--- src/rtl/swscan_pkg.sv ---
package swscan_pkg;

    typedef enum logic [1:0] {
        SC_IDLE   = 2'd0,
        SC_WAIT   = 2'd1,
        SC_SAMPLE = 2'd2
    } scan_state_e;

endpackage

--- src/rtl/swscan_colsync.sv ---
module swscan_colsync #(
    parameter int WIDTH  = 5,
    parameter int STAGES = 2
) (
    input  logic             clk_i,
    input  logic             rst_ni,
    input  logic [WIDTH-1:0] d_i,
    output logic [WIDTH-1:0] q_o
);

    logic [WIDTH-1:0] stg_d [STAGES];
    logic [WIDTH-1:0] stg_q [STAGES];

    assign stg_d[0] = d_i;

    for (genvar s = 1; s < STAGES; s++) begin : g_chain
        assign stg_d[s] = stg_q[s-1];
    end

    // Columns idle high (open), so reset to ones.
    for (genvar s = 0; s < STAGES; s++) begin : g_reg
        always_ff @(posedge clk_i or negedge rst_ni) begin
            if (!rst_ni) stg_q[s] <= '1;
            else         stg_q[s] <= stg_d[s];
        end
    end

    assign q_o = stg_q[STAGES-1];

endmodule

--- src/rtl/swscan_tickdiv.sv ---
module swscan_tickdiv #(
    parameter int TICK_DIV = 10
) (
    input  logic clk_i,
    input  logic rst_ni,
    input  logic tick_i,
    input  logic busy_i,
    output logic start_o
);

    localparam int CW = (TICK_DIV > 2) ? $clog2(TICK_DIV) : 1;
    localparam logic [CW-1:0] LAST = CW'(TICK_DIV - 1);

    typedef struct packed {
        logic [CW-1:0] cnt;
    } div_t;

    div_t div_d, div_q;
    logic wrap;

    assign wrap = tick_i && (div_q.cnt == LAST);

    always_comb begin
        div_d = div_q;
        if (tick_i) begin
            div_d.cnt = (div_q.cnt == LAST) ? '0 : div_q.cnt + 1'b1;
        end
    end

    always_ff @(posedge clk_i or negedge rst_ni) begin
        if (!rst_ni) div_q <= '0;
        else         div_q <= div_d;
    end

    // A wrap that lands during a scan is dropped, not queued.
    assign start_o = wrap && !busy_i;

endmodule

--- src/rtl/swscan_seq.sv ---
module swscan_seq
    import swscan_pkg::*;
#(
    parameter int N_ROWS      = 10,
    parameter int N_COLS      = 5,
    parameter int SETTLE_CYC  = 1,
    parameter int SYNC_STAGES = 2,
    parameter logic [N_ROWS*N_COLS-1:0] PRESENT_MASK = '1
) (
    input  logic                       clk_i,
    input  logic                       rst_ni,
    input  logic                       start_i,
    input  logic [N_COLS-1:0]          col_i,
    output logic                       busy_o,
    output logic [N_ROWS-1:0]          row_n_o,
    output logic [N_ROWS*N_COLS-1:0]   image_o,
    output logic                       changed_o
);

    localparam int NSW      = N_ROWS * N_COLS;
    localparam int RW       = $clog2(N_ROWS + 1);
    localparam int CLW      = (N_COLS > 1) ? $clog2(N_COLS) : 1;
    localparam int IW       = $clog2(NSW);
    localparam int WAIT_CYC = SETTLE_CYC + SYNC_STAGES;
    localparam int WW       = (WAIT_CYC > 2) ? $clog2(WAIT_CYC) : 1;

    localparam logic [RW-1:0]     ROW_LAST = RW'(N_ROWS - 1);
    localparam logic [CLW-1:0]    COL_LAST = CLW'(N_COLS - 1);
    localparam logic [WW-1:0]     WAIT_LD  = WW'(WAIT_CYC - 1);
    localparam logic [N_ROWS-1:0] ROW_ONE  = N_ROWS'(1);

    typedef struct packed {
        scan_state_e     state;
        logic [RW-1:0]   row;
        logic [CLW-1:0]  col;
        logic [WW-1:0]   wcnt;
        logic [N_ROWS-1:0] row_n;
        logic [NSW-1:0]  work;
        logic [NSW-1:0]  image;
        logic            changed;
    } seq_t;

    seq_t sq_d, sq_q;
    logic [IW-1:0] bit_idx;

    assign bit_idx = IW'(sq_q.row) * IW'(N_COLS) + IW'(sq_q.col);

    always_comb begin
        sq_d         = sq_q;
        sq_d.changed = 1'b0;
        unique case (sq_q.state)
            SC_IDLE: begin
                if (start_i) begin
                    sq_d.state = SC_WAIT;
                    sq_d.row   = '0;
                    sq_d.col   = '0;
                    sq_d.wcnt  = WAIT_LD;
                    sq_d.row_n = ~ROW_ONE;
                    sq_d.work  = '0;
                end
            end
            SC_WAIT: begin
                // Covers panel settling plus synchronizer latency.
                if (sq_q.wcnt == '0) sq_d.state = SC_SAMPLE;
                else                 sq_d.wcnt  = sq_q.wcnt - 1'b1;
            end
            SC_SAMPLE: begin
                sq_d.work[bit_idx] = PRESENT_MASK[bit_idx] & ~col_i[sq_q.col];
                if (sq_q.col == COL_LAST) begin
                    sq_d.col = '0;
                    if (sq_q.row == ROW_LAST) begin
                        sq_d.state   = SC_IDLE;
                        sq_d.row_n   = '1;
                        sq_d.image   = sq_d.work;
                        sq_d.changed = (sq_d.work != sq_q.image);
                    end else begin
                        sq_d.state = SC_WAIT;
                        sq_d.row   = sq_q.row + 1'b1;
                        sq_d.wcnt  = WAIT_LD;
                        sq_d.row_n = ~(ROW_ONE << (sq_q.row + 1'b1));
                    end
                end else begin
                    sq_d.col = sq_q.col + 1'b1;
                end
            end
            default: begin
                sq_d.state = SC_IDLE;
                sq_d.row_n = '1;
            end
        endcase
    end

    always_ff @(posedge clk_i or negedge rst_ni) begin
        if (!rst_ni) begin
            sq_q       <= '0;
            sq_q.state <= SC_IDLE;
            sq_q.row_n <= '1;
        end else begin
            sq_q <= sq_d;
        end
    end

    assign busy_o    = (sq_q.state != SC_IDLE);
    assign row_n_o   = sq_q.row_n;
    assign image_o   = sq_q.image;
    assign changed_o = sq_q.changed;

endmodule

--- src/rtl/swmatrix_scan.sv ---
module swmatrix_scan #(
    parameter int N_ROWS      = 10,
    parameter int N_COLS      = 5,
    parameter int TICK_DIV    = 10,
    parameter int SETTLE_CYC  = 1,
    parameter int SYNC_STAGES = 2,
    parameter logic [N_ROWS*N_COLS-1:0] PRESENT_MASK = 50'h3_DFFF_FFFF_FFEF
) (
    input  logic                     clk_i,
    input  logic                     rst_ni,
    input  logic                     tick_i,
    input  logic [N_COLS-1:0]        col_i,
    output logic [N_ROWS-1:0]        row_n_o,
    output logic [N_ROWS*N_COLS-1:0] image_o,
    output logic                     changed_o
);

    logic [N_COLS-1:0] col_sync;
    logic              start;
    logic              busy;

    swscan_colsync #(
        .WIDTH  (N_COLS),
        .STAGES (SYNC_STAGES)
    ) u_sync (
        .clk_i  (clk_i),
        .rst_ni (rst_ni),
        .d_i    (col_i),
        .q_o    (col_sync)
    );

    swscan_tickdiv #(
        .TICK_DIV (TICK_DIV)
    ) u_div (
        .clk_i   (clk_i),
        .rst_ni  (rst_ni),
        .tick_i  (tick_i),
        .busy_i  (busy),
        .start_o (start)
    );

    swscan_seq #(
        .N_ROWS       (N_ROWS),
        .N_COLS       (N_COLS),
        .SETTLE_CYC   (SETTLE_CYC),
        .SYNC_STAGES  (SYNC_STAGES),
        .PRESENT_MASK (PRESENT_MASK)
    ) u_seq (
        .clk_i     (clk_i),
        .rst_ni    (rst_ni),
        .start_i   (start),
        .col_i     (col_sync),
        .busy_o    (busy),
        .row_n_o   (row_n_o),
        .image_o   (image_o),
        .changed_o (changed_o)
    );

endmodule

--- config.mk ---
export PLATFORM = sky130hd
export DESIGN_NAME = swmatrix_scan
export DESIGN_NICKNAME = d
export VERILOG_FILES = /design/src/rtl/swscan_pkg.sv /design/src/rtl/swscan_colsync.sv /design/src/rtl/swscan_tickdiv.sv /design/src/rtl/swscan_seq.sv /design/src/rtl/swmatrix_scan.sv
export SDC_FILE = /design/constraint.sdc
export NUM_CORES = 1
export LEC_CHECK = 0
export BUFFER_PORTS_ARGS = -buffer_cell sky130_fd_sc_hd__clkbuf_2
export CAP_MARGIN = 25
export CORE_ASPECT_RATIO = 0.5
export CORE_MARGIN = 3
export CORE_UTILIZATION = 52
export CTS_BUF_LIST = sky130_fd_sc_hd__clkbuf_4
export CTS_CLUSTER_DIAMETER = 150
export DETAILED_ROUTE_END_ITERATION = 16
export PLACE_DENSITY = 0.78
export SETUP_SLACK_MARGIN = 0.3
export SYNTH_ARGS = -nofsm -noshare
export SYNTH_HDL_FRONTEND = slang
export SYNTH_SLANG_ARGS = --single-unit
--- constraint.sdc ---
create_clock -name clk_i -period 7.8 [get_ports clk_i]
set_clock_uncertainty 0.2 [all_clocks]
set_input_delay 0.39 -clock clk_i [delete_from_list [all_inputs] [get_ports clk_i]]
set_output_delay 0.39 -clock clk_i [all_outputs]
set_load 0.005 [all_outputs]
==> Word level (Yosys, flattened, before mapping) <==
Memories as Yosys holds them, arrays and structs flattened.
Cells that the tools add are included.
{ "classes": {"addsub": 5, "n_mul": 1, "div_mod_pow": 0, "magnitude_cmp": 3, "eq_ne": 11, "shifts": 1, "muxes": 25, "bitwise": 4, "n_reduce_logical": 15} }
{ "ops": {"columns": ["op", "n"], "rows": [
  ["50-bit case mux with 2 select lines", 1],
  ["71-bit 2-to-1 mux", 1],
  ["50-bit bitwise mux", 1],
  ["50-bit != test", 1],
  ["10-bit case mux with 3 select lines", 1],
  ["7-bit case mux with 2 select lines", 1],
  ["12-bit 2-to-1 mux", 1],
  ["2-bit case mux with 3 select lines", 2],
  ["10-bit 2-to-1 mux", 1],
  ["10-bit inverter", 1],
  ["1-bit by 4-bit left shift with 10-bit output (first input constant)", 1],
  ["3-bit AND reduction", 3],
  ["4-bit by 1-bit adder with 4-bit output (second input constant)", 2],
  ["4-bit == test (second input constant)", 2],
  ["4-bit 2-to-1 mux", 2],
  ["6-bit by 7-bit < comparator with 1-bit output (second input constant)", 1],
  ["1-bit 2-to-1 mux", 7],
  ["6-bit by 3-bit adder with 6-bit output", 1],
  ["1-bit demux with 6-bit select", 1],
  ["6-bit by 1-bit greater-or-equal comparator with 1-bit output (second input constant)", 1],
  ["4-bit by 3-bit multiplier with 6-bit output (second input constant)", 1],
  ["2-bit 2-to-1 mux", 3],
  ["6-bit 2-to-1 mux", 1],
  ["2-bit != test (second input constant)", 3],
  ["other kinds (19)", 25]
]} }
{ "word_totals": {"reg_bits": 136, "latchBits": 0, "ramBits": 0, "mem_bits_ro": 64, "inputBits": 8, "out_inout_bits": 61, "elab_cells": 77, "mem_count": 1} }
{ "memory_table": {"columns": ["name", "depth", "width", "read_ports", "rd_clocked_by_memory_dff", "write_ports", "line_no", "source"], "rows": [
  ["(name not given)", 64, 1, 1, 0, 0, "swscan_seq.sv:68", "sq_d.work[bit_idx] = PRESENT_MASK[bit_idx] & ~col_i[sq_q.col];"]
]} }

==> Depth between registers and ports, before layout <==
{ "depth": {"depth_word": 11, "ltp_mapped": 15, "mapped_depth_nobuf": 12} }

==> Cells and area by module <==
A second synthesis with hierarchy kept.
{ "unflattened": {"cells_unflattened": 953, "hier_area_um2": 8664.6} }
{ "by_module_without_submodules": {"columns": ["mod", "n_inst", "cells_each", "area_per_inst_um2", "seq_area_each_um2"], "rows": [
  ["swscan_seq", 1, 926, 8201.6, 3065.4],
  ["swscan_colsync", 1, 10, 262.8, 262.8],
  ["swscan_tickdiv", 1, 17, 200.2, 100.1]
]} }

==> Least setup slack after synthesis <==
No wires, ideal clock.
{ "synth_timing": {"path_kind": "flip-flop to flip-flop", "start": "register u_seq.sq_q[116] (netlist name)", "end": "register u_seq.sq_q, in the netlist u_seq.changed_o", "setup_ps": 119, "arrival_ps": 4051, "t_required_ps": 7481, "setup_slack_ps": 3430, "path_stages_with_launch": 13, "n_path_buf": 0, "period_less_slack_ps": 4370, "cell_sequence": "dfrtp_1 -> ha_1 -> ha_1 -> fa_1 -> xor2_1 -> nand2_1 -> nor2_2 -> nand2_2 -> a2111o_1 -> or4_1 -> nand4bb_1 -> or4_1 -> o21a_1"} }
{ "synth_lines": {"columns": ["element", "line_no", "source"], "rows": [
  ["start: declaration", "swscan_seq.sv:43", "seq_t sq_d, sq_q;"],
  ["start signal: assignment", "swscan_seq.sv:99", "sq_q <= sq_d;"]
]} }

==> flow_summary_export.csv <==
group,metric,value,unit
status,outcome,"finished clean",
synthesis,yosys.area.top_type,"dfrtp_1",
critical_path,critical_path.endpoint_type,"register",
sta,relSlewSlack,26.7,%
global_route,wire_length_of_the_first_global_routing_pass,42400,um
sta,final.period_utilization,72.8,%
global_route,antenna_found_initial,1,
place,buffer_ports.inserted,68,
drt,drt-wirelength-per-cell,23.8,um
synthesis,netlist.area_leader.share,34.9,%
critical_path,crit_path_cell_trace,"ha_1 -> ha_1 -> fa_1 -> nor3_1 -> nand2_1 -> o311ai_0 -> o2111ai_1 -> or4_1 -> nand4bb_1 -> or4_1 -> o21a_1",
critical_path,crit_family,"simple AND/OR/NAND/NOR gates",
sta,period_needed,5680,ps
place,number_of_cells_in_the_design_after_placement,1133,
critical_path,cp.buffers_inverters,0,
synthesis,synth_sequential_area_ratio,41.3,%
synthesis,number_of_enable_flip_flop_cells_after_synthesis,0,
clock_tree,cts_tree,"done",
drt,final_antenna_net_count,0,
critical_path,slowest_stage_cell_on_the_critical_path,"o311ai_0",
sta,achievable-frequency,176,MHz
global_route,combined_global_route_utilization_of_all_metal_layers,32.2,%
critical_path,timing.critical_path.arrival,5960,ps
drt,vias,7892,
sta,finalMaxSlewViolations,0,
global_route,grt_overflow_total,0,
clock_tree,clock_latency,580,ps
layout,finish.net_count,990,
clock_tree,cts.clk_slew.worst_paths,120,ps
synthesis,synthesis.yosys.warnings,0,
die,fp.dieW,185,um
clock_tree,clk_root_buffer_cell,"clkbuf_4",
drt,route.detailed.vias_per_inst,6.73,
critical_path,path_class,"reg -> reg",
place,hpwl,19400,um
layout,stdcell_area,0.00878,mm2
sta,finalHoldViolations,0,
worst_hold_path,hold_path_class,"in -> async",
sta,timing_worst_slew_pin_value,1100,ps
synthesis,syn-cell-area,0.00831,mm2
critical_path,critPathMaxStageDelay,830,ps
die,core_area,0.0150,mm2
sta,fin_hold_ws,151,ps
global_route,maximum_number_of_pins_on_one_net_before_global_route_repair,101,
die,rows,31,
power,cellPowerDensity,155,mW/mm2
sta,setup_repair_after_global_routing_missed_its_margin,"no",
power,power_leakage,3.76,nW
run,maxCapViolCount,0,
synthesis,synth-async-reset-ratio,100,%
clock_tree,cts_htree_levels,4,
synthesis,yosysUniqueCellTypes,69,
synthesis,ys_ff_latch,136,
sta,setup_total_negative_slack,0,ps
die,start_util,55.2,%
synthesis,syn_area_per_cell,8.60,um2
critical_path,worst_endpoint_required_time,8080,ps
global_route,first_global_vias,7259,
layout,layout-area-overhead-vs-synth,5.72,%
place,dp_area,0.00840,mm2
drt,wirelength,27900,um
clock_tree,cts_inserted_buffers,17,
critical_path,peak_fanout_along_the_critical_path,17,
clock_tree,cts_buffer_depth,2,
synthesis,synth_cells,966,
critical_path,startpoint_type,"register",
sta,final-setup-viol-count,0,
layout,filler_cell_count,1332,
drt,drt_pass1_iterations,7,
layout,layout-drive-gt1-share,15.9,%
clock_tree,numClockSinks,136,
drt,remaining_drc_errors,0,
clock_tree,post_cts.repair.setup_buffers,0,
drt,drt_iter0_drc,1247,
layout,number_of_antenna_cells_inserted,0,
layout,final_cells,1172,
place,finalWeightedCongestion,1.02,
die,design.portCount,69,
power,vdd_ir_drop_max,97.3,uV
die,fp.dieArea,0.0176,mm2
die,die_h,95.4,um
synthesis,synth_flop_cell,"dfrtp_1",
synthesis,yosys-top-cells-area,"dfrtp_1, o21ai_0, dfstp_2",
synthesis,synth_fp_nets,995,
==> kinds of logic after synthesis <==
kind of cell | synth area share, %
flip-flops | 41.3
XOR/XNOR | 1.90
buffers and inverters | 8.86
AO/OA/AOI/OAI | 24.5
AND/OR/NAND/NOR | 18.1
multiplexers | 2.18
adder cells (fa/ha/maj) | 3.25
==> cell type report <==
type | instances | area (um2) | area share [%]
clock buffers | 21 | 158 | 1.79
clock inverters | 11 | 155 | 1.77
multi-input cells | 695 | 4170 | 47.5
flip-flops and latches | 136 | 3430 | 39.0
well taps | 198 | 248 | 2.82
inverters | 17 | 63.8 | 0.726
repair buffers | 94 | 559 | 6.37
==> Yosys cell counts, drive strengths merged, types with 6 or more instances <==
cell type	number
a21o	6
a21oi	81
a22o	14
a31oi	26
a32o	8
and3	11
buf	70
clkbuf	48
dfrtp	116
dfstp	20
ha	20
inv	17
mux2i	17
nand2	54
nand2b	11
nand3	38
nand4	9
nor2	108
nor2b	16
nor3	25
nor4	9
o211ai	7
o21ai	113
o22ai	16
o31ai	9
or3	6
xnor2	8
xor2	10
==> registers in the layout (all words and copies together) (netlist names) <==
| name | count |
|---|---|
| u_sync.q_o | 5 |
| u_seq.changed_o | 1 |
| u_seq.row_n_o | 10 |
| u_sync.stg_d | 5 |
| u_seq.image_o | 50 |
| u_seq.sq_q | 61 |
| u_div.div_q | 4 |
==> power by group <==
part,leakage [nW],total [mW],switching [mW],internal [mW]
logic,1.89,0.0820,0.0520,0.0300
registers,1.70,0.747,0.0188,0.728
clock network,0.172,0.535,0.271,0.264
total,3.76,1.36,0.342,1.02
==> routing by layer <==
| metal | vias up | global-route usage, % | wire, um |
|---|---|---|---|
| met4 | 2 | 10.7 | 826 |
| met3 | 85 | 12.1 | 3770 |
| met5 | - | 0 | 13 |
| met2 | 567 | 44.8 | 11200 |
| met1 | 3795 | 46.0 | 12000 |
| li1 | 3443 | - | - |
==> worst paths after layout <==
check,to,slack (ps),from,cells past startpoint
worst max-delay path,u_seq.changed_o$_DFF_PN0_,2120,u_seq.sq_q[116]$_DFFE_PN0P_,11
worst min-delay path,u_seq.image_o[44]$_DFFE_PN0P_,150,rst_ni,2
worst max register to register,u_seq.changed_o$_DFF_PN0_,2120,u_seq.sq_q[116]$_DFFE_PN0P_,11
worst min register to register,u_sync.q_o[1]$_DFF_PN1_,160,u_sync.stg_d[1]$_DFF_PN1_,0
max in group asynchronous,u_seq.sq_q[119]$_DFFE_PN0P_,5880,rst_ni,3
min in group clk_i,u_sync.q_o[1]$_DFF_PN1_,160,u_sync.stg_d[1]$_DFF_PN1_,0
==> what timing repair did <==
action / CTS / global route
hold buffers: 7 / 0
gates resized for setup: 0 / 0
endpoints found under the hold margin: 72 / 0
==> per-stage QoR <==
| stage | power, mW | worst slack, ps | utilization [%] |
|---|---|---|---|
| detailed placement | 0.838 | 2390 | 55.8 |
| floorplan | 0.800 | 3430 | - |
| CTS | 1.37 | 2370 | 58.4 |
| global placement | 0.834 | 2310 | 55.8 |
| finish | 1.36 | 2120 | 58.4 |
| global route | 1.41 | 2060 | 58.4 |
==> cells in the final DEF (no fill, tap or decap), drive strengths merged, types with 5 or more instances in the layout <==
cell	count
dfrtp	116
o21ai	113
nor2	108
clkbuf	88
a21oi	81
nand2	54
nand3	38
a31oi	26
nor3	25
ha	20
dfstp	20
buf	20
inv	17
mux2i	17
nor2b	16
o22ai	16
a22o	14
and3	11
nand2b	11
xor2	10
o31ai	9
nand4	9
nor4	9
xnor2	8
a32o	8
o211ai	7
dlygate4sd3	7
a21o	6
or3	6
clkinv	6
a22oi	5
a21boi	5
o2111ai	5
Note: power is estimated with default switching activity, not from simulation.
